<file path="src/rtl/pbox_pkg.sv">
package pbox_pkg;

  // Strobes from the timing control to the byte datapath, valid for the
  // byte position currently being counted.
  typedef struct packed {
    logic       trc;      // byte belongs to a timing reference code
    logic [1:0] trcIdx;   // index inside the code
    logic       image;    // byte carries image data
    logic [1:0] phase;    // Cb, Y, Cr, Y slot inside a source pixel
    logic       capture;  // store the fetched pixel this cycle
    logic       fBit;
    logic       vBit;
    logic       hBit;     // 1 for the end-of-active code
    logic       hBlank;   // byte lies before the active region
    logic       oddByte;  // luma slot of a blanking pair
  } ctlStrobe_t;

  function automatic logic [7:0] trcWord(input logic f, input logic v, input logic h);
    return {1'b1, f, v, h, v ^ h, f ^ h, f ^ v, f ^ v ^ h};
  endfunction

  function automatic logic [7:0] clipByte(input logic [7:0] x);
    if (x == 8'h00) return 8'h01;
    if (x == 8'hFF) return 8'hFE;
    return x;
  endfunction

endpackage

</file>
<file path="src/rtl/pbox_timing.sv">
module pbox_timing
  import pbox_pkg::*;
#(
  parameter int IMG_COLS     = 320,
  parameter int IMG_ROWS     = 240,
  parameter int MARGIN       = 40,
  parameter int HBLANK_BYTES = 268,
  parameter int VB_TOP       = 22,
  parameter int VB_MID       = 23,
  localparam int ROW_W = (IMG_ROWS > 1) ? $clog2(IMG_ROWS) : 1,
  localparam int COL_W = (IMG_COLS > 1) ? $clog2(IMG_COLS) : 1
) (
  input  logic             clk,
  input  logic             rstN,
  output ctlStrobe_t       ctl,
  output logic             pixReq,
  output logic [ROW_W-1:0] pixRow,
  output logic [COL_W-1:0] pixCol
);

  localparam int LINE_INT  = 8 + HBLANK_BYTES + 4 * MARGIN + 4 * IMG_COLS;
  localparam int TOTAL_INT = VB_TOP + VB_MID + 2 * IMG_ROWS;
  localparam int H_W = $clog2(LINE_INT);
  localparam int L_W = $clog2(TOTAL_INT + 1);

  localparam logic [H_W-1:0] LINE_LAST = H_W'(LINE_INT - 1);
  localparam logic [H_W-1:0] SAV_POS   = H_W'(4 + HBLANK_BYTES);
  localparam logic [H_W-1:0] SAV_END   = H_W'(8 + HBLANK_BYTES);
  localparam logic [H_W-1:0] ACT_START = H_W'(8 + HBLANK_BYTES);
  localparam logic [H_W-1:0] IMG_START = H_W'(8 + HBLANK_BYTES + 2 * MARGIN);
  localparam logic [H_W-1:0] IMG_END   = H_W'(8 + HBLANK_BYTES + 2 * MARGIN + 4 * IMG_COLS);
  localparam logic [H_W-1:0] REQ_START = H_W'(7 + HBLANK_BYTES + 2 * MARGIN);
  localparam logic [H_W-1:0] REQ_END   = H_W'(7 + HBLANK_BYTES + 2 * MARGIN + 4 * IMG_COLS);
  localparam logic [H_W-1:0] FILL_BASE = H_W'(4);

  localparam logic [L_W-1:0] TOTAL_LINES = L_W'(TOTAL_INT);
  localparam logic [L_W-1:0] VB_TOP_L    = L_W'(VB_TOP);
  localparam logic [L_W-1:0] ODD_FIRST   = L_W'(VB_TOP + 1);
  localparam logic [L_W-1:0] MID_FIRST   = L_W'(VB_TOP + IMG_ROWS + 1);
  localparam logic [L_W-1:0] EVEN_FIRST  = L_W'(VB_TOP + IMG_ROWS + VB_MID + 1);
  localparam logic [ROW_W:0] ROW_LIMIT   = (ROW_W + 1)'(IMG_ROWS);

  logic [H_W-1:0] hCnt;
  logic [L_W-1:0] lineNum;

  always_ff @(posedge clk) begin
    if (!rstN) begin
      hCnt    <= '0;
      lineNum <= L_W'(1);
    end else if (hCnt == LINE_LAST) begin
      hCnt    <= '0;
      lineNum <= (lineNum == TOTAL_LINES) ? L_W'(1) : lineNum + L_W'(1);
    end else begin
      hCnt <= hCnt + H_W'(1);
    end
  end

  logic vLine, fLine, isEav, isSav, inImage, inReq;
  logic [H_W-1:0] savRel, imgRel, reqRel, fillRel;
  logic [L_W-1:0] rowBase;

  always_comb begin
    vLine   = (lineNum <= VB_TOP_L) || ((lineNum >= MID_FIRST) && (lineNum < EVEN_FIRST));
    fLine   = (lineNum >= MID_FIRST);
    isEav   = (hCnt < H_W'(4));
    isSav   = (hCnt >= SAV_POS) && (hCnt < SAV_END);
    savRel  = hCnt - SAV_POS;
    imgRel  = hCnt - IMG_START;
    reqRel  = hCnt - REQ_START;
    fillRel = hCnt - FILL_BASE;
    inImage = !vLine && (hCnt >= IMG_START) && (hCnt < IMG_END);
    inReq   = !vLine && (hCnt >= REQ_START) && (hCnt < REQ_END);
    rowBase = fLine ? EVEN_FIRST : ODD_FIRST;

    ctl.trc     = isEav || isSav;
    ctl.trcIdx  = isEav ? hCnt[1:0] : savRel[1:0];
    ctl.image   = inImage;
    ctl.phase   = imgRel[1:0];
    ctl.capture = inImage && (imgRel[1:0] == 2'd0);
    ctl.fBit    = fLine;
    ctl.vBit    = vLine;
    ctl.hBit    = isEav;
    ctl.hBlank  = (hCnt < ACT_START);
    ctl.oddByte = fillRel[0];

    pixReq = inReq && (reqRel[1:0] == 2'd0);
    pixCol = COL_W'(reqRel >> 2);
    pixRow = ROW_W'(lineNum - rowBase);
  end

  AST_HCNT_BOUND: assert property (@(posedge clk) disable iff (!rstN)
    hCnt <= LINE_LAST);

  AST_FRAME_WRAP: assert property (@(posedge clk) disable iff (!rstN)
    (hCnt == LINE_LAST && lineNum == TOTAL_LINES) |=> (lineNum == L_W'(1)));

  AST_REQ_SINGLE: assert property (@(posedge clk) disable iff (!rstN)
    pixReq |=> !pixReq);

  AST_ROW_RANGE: assert property (@(posedge clk) disable iff (!rstN)
    pixReq |-> ({1'b0, pixRow} < ROW_LIMIT));

endmodule

</file>
<file path="src/rtl/pbox_datapath.sv">
module pbox_datapath
  import pbox_pkg::*;
(
  input  logic        clk,
  input  logic        rstN,
  input  ctlStrobe_t  ctl,
  input  logic [23:0] pixData,
  output logic [7:0]  byteOut,
  output logic        fieldOut,
  output logic        vBlankOut,
  output logic        hBlankOut
);

  // Held luma and red chroma of the pixel being spread over four bytes.
  logic [7:0] lumaHold;
  logic [7:0] crHold;
  logic [7:0] nextByte;

  always_comb begin
    if (ctl.trc) begin
      unique case (ctl.trcIdx)
        2'd0:    nextByte = 8'hFF;
        2'd3:    nextByte = trcWord(ctl.fBit, ctl.vBit, ctl.hBit);
        default: nextByte = 8'h00;
      endcase
    end else if (ctl.image) begin
      unique case (ctl.phase)
        2'd0:    nextByte = clipByte(pixData[15:8]);
        2'd2:    nextByte = clipByte(crHold);
        default: nextByte = clipByte(lumaHold);
      endcase
    end else begin
      nextByte = ctl.oddByte ? 8'h10 : 8'h80;
    end
  end

  always_ff @(posedge clk) begin
    if (!rstN) begin
      byteOut   <= 8'h10;
      fieldOut  <= 1'b0;
      vBlankOut <= 1'b1;
      hBlankOut <= 1'b1;
      lumaHold  <= 8'h10;
      crHold    <= 8'h80;
    end else begin
      byteOut   <= nextByte;
      fieldOut  <= ctl.fBit;
      vBlankOut <= ctl.vBit;
      hBlankOut <= ctl.hBlank;
      if (ctl.capture) begin
        lumaHold <= pixData[23:16];
        crHold   <= pixData[7:0];
      end
    end
  end

  AST_FF_THEN_ZERO: assert property (@(posedge clk) disable iff (!rstN)
    (byteOut == 8'hFF) |=> (byteOut == 8'h00));

  AST_ACTIVE_NOT_RESERVED: assert property (@(posedge clk) disable iff (!rstN)
    !hBlankOut |-> (byteOut != 8'h00 && byteOut != 8'hFF));

  AST_VBLANK_FILL: assert property (@(posedge clk) disable iff (!rstN)
    (vBlankOut && !hBlankOut) |-> (byteOut == 8'h80 || byteOut == 8'h10));

endmodule

</file>
<file path="src/rtl/pbox_stream_gen.sv">
module pbox_stream_gen
  import pbox_pkg::*;
#(
  parameter int IMG_COLS     = 320,
  parameter int IMG_ROWS     = 240,
  parameter int MARGIN       = 40,
  parameter int HBLANK_BYTES = 268,
  parameter int VB_TOP       = 22,
  parameter int VB_MID       = 23,
  localparam int ROW_W = (IMG_ROWS > 1) ? $clog2(IMG_ROWS) : 1,
  localparam int COL_W = (IMG_COLS > 1) ? $clog2(IMG_COLS) : 1
) (
  input  logic             clk,
  input  logic             rstN,
  input  logic [23:0]      pixData,
  output logic             pixReq,
  output logic [ROW_W-1:0] pixRow,
  output logic [COL_W-1:0] pixCol,
  output logic [7:0]       byteOut,
  output logic             fieldOut,
  output logic             vBlankOut,
  output logic             hBlankOut
);

  ctlStrobe_t ctl;

  pbox_timing #(
    .IMG_COLS    (IMG_COLS),
    .IMG_ROWS    (IMG_ROWS),
    .MARGIN      (MARGIN),
    .HBLANK_BYTES(HBLANK_BYTES),
    .VB_TOP      (VB_TOP),
    .VB_MID      (VB_MID)
  ) uTiming (
    .clk   (clk),
    .rstN  (rstN),
    .ctl   (ctl),
    .pixReq(pixReq),
    .pixRow(pixRow),
    .pixCol(pixCol)
  );

  pbox_datapath uData (
    .clk      (clk),
    .rstN     (rstN),
    .ctl      (ctl),
    .pixData  (pixData),
    .byteOut  (byteOut),
    .fieldOut (fieldOut),
    .vBlankOut(vBlankOut),
    .hBlankOut(hBlankOut)
  );

endmodule

</file>
<file path="config.mk">
export PLATFORM = sky130hd
export DESIGN_NAME = pbox_stream_gen
export DESIGN_NICKNAME = d
export VERILOG_FILES = /design/src/rtl/pbox_pkg.sv /design/src/rtl/pbox_timing.sv /design/src/rtl/pbox_datapath.sv /design/src/rtl/pbox_stream_gen.sv
export SDC_FILE = /design/constraint.sdc
export NUM_CORES = 1
export LEC_CHECK = 0
export ABC_AREA = 1
export ABC_CLOCK_PERIOD_IN_PS = 4940
export BUFFER_PORTS_ARGS = -buffer_cell sky130_fd_sc_hd__buf_2
export CORE_UTILIZATION = 45
export CTS_BUF_LIST = sky130_fd_sc_hd__clkbuf_4 sky130_fd_sc_hd__clkbuf_8
export DETAILED_ROUTE_END_ITERATION = 12
export HOLD_SLACK_MARGIN = 0.12
export MAX_ROUTING_LAYER = met4
export PLACE_DENSITY = 0.66
export SYNTH_ARGS = -nofsm -noshare
export SYNTH_HDL_FRONTEND = slang
export SYNTH_SLANG_ARGS = --single-unit
</file>
<file path="constraint.sdc">
create_clock -name clk -period 4.94 [get_ports clk]
set_input_delay 0.988 -clock clk [delete_from_list [all_inputs] [get_ports clk]]
set_output_delay 0.988 -clock clk [all_outputs]
set_load 0.02 [all_outputs]
</file>
==> impl_metrics.json <==
{
  "status": "complete, no violations",
  "synth-seq-cells": 48,
  "ctsResizeCount": 0,
  "fin_area_um2": 3490,
  "hpwl_um": 5440,
  "crit_path_start_kind": "flop",
  "syn_area_um2": 3180,
  "synth_top_family_by_area": "simple AND/OR/NAND/NOR gates",
  "synth_ff_type": "dfxtp_1",
  "cts_root_buf": "clkbuf_8",
  "synthMuxAreaShare_pct": 0,
  "yosys.area_share.simple_pct": 34.9,
  "crit_path_start": "uTiming.lineNum[1]",
  "netlist.area_leader.share_pct": 30.2,
  "synth-edff-count": 0,
  "switchingPower_w": 0.000203,
  "worstMarginPinSlew_ps": 479,
  "synthXorXnorAreaFrac_pct": 5.24,
  "io_buffers": 54,
  "hold_path_startpoint": "uData.crHold[7]",
  "start_util_pct": 46.8,
  "grt.total_usage_pct": 20.4,
  "ant_nets": 0,
  "numCtsBuffers": 5,
  "dieArea_um2": 7400,
  "relSlewSlack_pct": 68.0,
  "final_layout_size_suffix_gt1_share_pct": 20.4,
  "slowest_delay_ps": 440,
  "grt_pass1_wl_um": 11900,
  "p_sw_share_pct": 27.2,
  "grt_max_degree": 24,
  "cts_tree": "built",
  "drtIter0Drc": 98,
  "path_clk_slew_ps": 90,
  "ios": 55,
  "gp_congestion": 0.881,
  "fp-row-count": 30,
  "fin_skew_ps": 12.3,
  "placed_area_um2": 3400,
  "syn_avg_cell_area_um2": 6.76,
  "fin_hold_ws_ps": 489,
  "post-route-drc-count": 0,
  "synthMostInstantiatedCell": "nand2_1",
  "cts_buffer_depth": 2,
  "rsz0062_at_grt": "false",
  "pwr-share-comb_pct": 13.7,
  "cts_setup_buffers": 0,
  "reg2reg_from": "uTiming.hCnt[0]",
  "drt_wl_total_um": 6980,
  "worstPathMaxFanout": 6,
  "worstPathRequired_ps": 3950,
  "core_area_um2": 6790,
  "hold_class": "flop to flop",
  "synthTopCellsByCount": "nand2_1, nor2_1, inv_1",
  "path_cells": "ha_1 > nand2_2 > nand3b_1 > nand2_1 > nand2_2 > inv_1 > ha_1 > and2_1 > o21ai_0 > nand2_1 > xor2_1 > buf_2",
  "slew_viol_final": 0,
  "p_per_area_nw_per_um2": 214,
  "power_frac_clock_pct": 32.5,
  "internal_power_w": 0.000543,
  "drt-vias-per-instance": 4.90,
  "yosys-top-cells-area": "dfxtp_1, nand2_1, nor2_1",
  "netlist_instances": 470,
  "crit_type": "flop to output pin",
  "die_x_um": 86.0,
  "antenna_cells": 0,
  "synth_compound_area_share_pct": 13.7,
  "fin_crit_sh_pct": 75.1,
  "leakagePower_nw": 1.63,
  "async_reset_ff_share_pct": 0,
  "area_growth_pct": 9.93,
  "syn_nets": 505,
  "grt_pass1_vias": 2719,
  "cts-hold-fix-buffers": 0,
  "postLayoutSetupSlackWorst_ps": 1230,
  "setup_viol": 0,
  "fmaxAchievable_ghz": 0.270,
  "yosys.area.top_type": "dfxtp_1",
  "slowest_stage": "dfxtp_1",
  "p_seq_share_pct": 53.8,
  "path_buf_inv": 2,
  "finalHoldViolCount": 0,
  "overflow": 0,
  "critical_path.endpoint_type": "output pin",
  "period_minus_slack_ps": 3710,
  "htreeDepth": 2,
  "synthDistinctLibCells": 42,
  "fp.dieH_um": 86.0,
  "antenna_found_initial": 0,
  "wl_per_cell_um": 11.5,
  "cp.arrival_ps": 2720,
  "layout.nets": 543,
  "preCtsSetupSlack_ps": 1560,
  "ir_drop_v": 0.000107,
  "maxCapViolCount": 0,
  "vias": 2964,
  "yosysWarnings": 0,
  "clkLatencyLatePin_ps": 300,
  "drt_pass1_iterations": 4,
  "ys_seq_area_share_pct": 30.2,
  "cpLargestDelayFamily": "simple AND/OR/NAND/NOR gates",
  "numClockSinks": 48,
  "synth_fa_ha_area_share_pct": 3.54,
  "tns_ps": 0
}
==> final cells by class <==
class,count,area [µm²]
clock buffer,6,82.6
clock inverter,2,10.0
fill,710,3300
inverter,59,226
multi-input combinational,340,1820
sequential,48,961
tap,96,120
timing repair buffer,54,270
==> worst min-delay path: stages (launching register included) <==
cell	delay, ps
dfxtp_1	330
nand2_1	60
nand3_1	50
==> cell families (layout without fill, tap and decap cells) <==
group                    count (synthesis)  in the layout
AND/OR/NAND/NOR                        236            236
AO/OA/AOI/OAI                           76             76
adder cells (fa/ha/maj)                  9              9
flip-flops                              48             48
buffers and inverters                   82            121
XOR/XNOR                                19             19
==> final timing paths <==
check,slack (ps),end,cells past startpoint
min reg2reg,490,uData.crHold[7],2
max,1230,pixRow[7],12
max reg2reg,2920,uData.lumaHold[1],7
min,490,uData.crHold[7],2
==> registers in the layout, summed over array words and instances, names as in the netlist <==
register,cells
uData.byteOut,8
uData.lumaHold,8
uData.fieldOut,1
uTiming.hCnt,11
uTiming.lineNum,10
uData.hBlankOut,1
uData.crHold,8
uData.vBlankOut,1
==> per-layer routing <==
| layer | vias up | GRT usage, % | part of all wire, % |
|---|---|---|---|
| met5 | - | - | 0 |
| met4 | 0 | 5.45 | 1.5 |
| met3 | 13 | 3.08 | 2.7 |
| met2 | 52 | 34.2 | 47 |
| met1 | 1319 | 25.5 | 49 |
| li1 | 1580 | - | - |
==> through the flow <==
step                power [W]  std cells  utilization (%)
floorplan            0.000482        470                -
global placement     0.000512        597             50.0
detailed placement   0.000513        597             50.0
CTS                  0.000754        605             51.4
global route         0.000784        605             51.4
finish               0.000746        605             51.4
==> cell usage in the layout (no fill, tap or decap), drive strengths merged <==
| cell | instances |
|---|---|
| xor2 | 19 |
| ha | 9 |
| clkinv | 3 |
| clkbuf | 6 |
| dfxtp | 48 |
| nor2 | 82 |
| inv | 58 |
| o21a | 3 |
| a31o | 1 |
| nor3b | 2 |
| o211ai | 2 |
| o31ai | 3 |
| o32ai | 1 |
| buf | 54 |
| nor3 | 10 |
| nand3b | 1 |
| and2 | 2 |
| a21oi | 25 |
| or2 | 1 |
| nand2 | 102 |
| a211oi | 1 |
| nand3 | 26 |
| nor4 | 2 |
| o21ai | 35 |
| o221ai | 3 |
| nand4 | 8 |
| o22ai | 1 |
| a31oi | 1 |
==> power by group through the flow <==
stage                     logic (W)  clock network, W  registers (W)
after global placement     0.000101                 0       0.000411
after global routing       0.000114          0.000267       0.000403
final                      0.000102          0.000243       0.000401
after CTS                  0.000103          0.000250       0.000402
after detailed placement   0.000102                 0       0.000411
after floorplan           0.0000621                 0       0.000420
No activity file was read; power rests on OpenSTA's default activity.
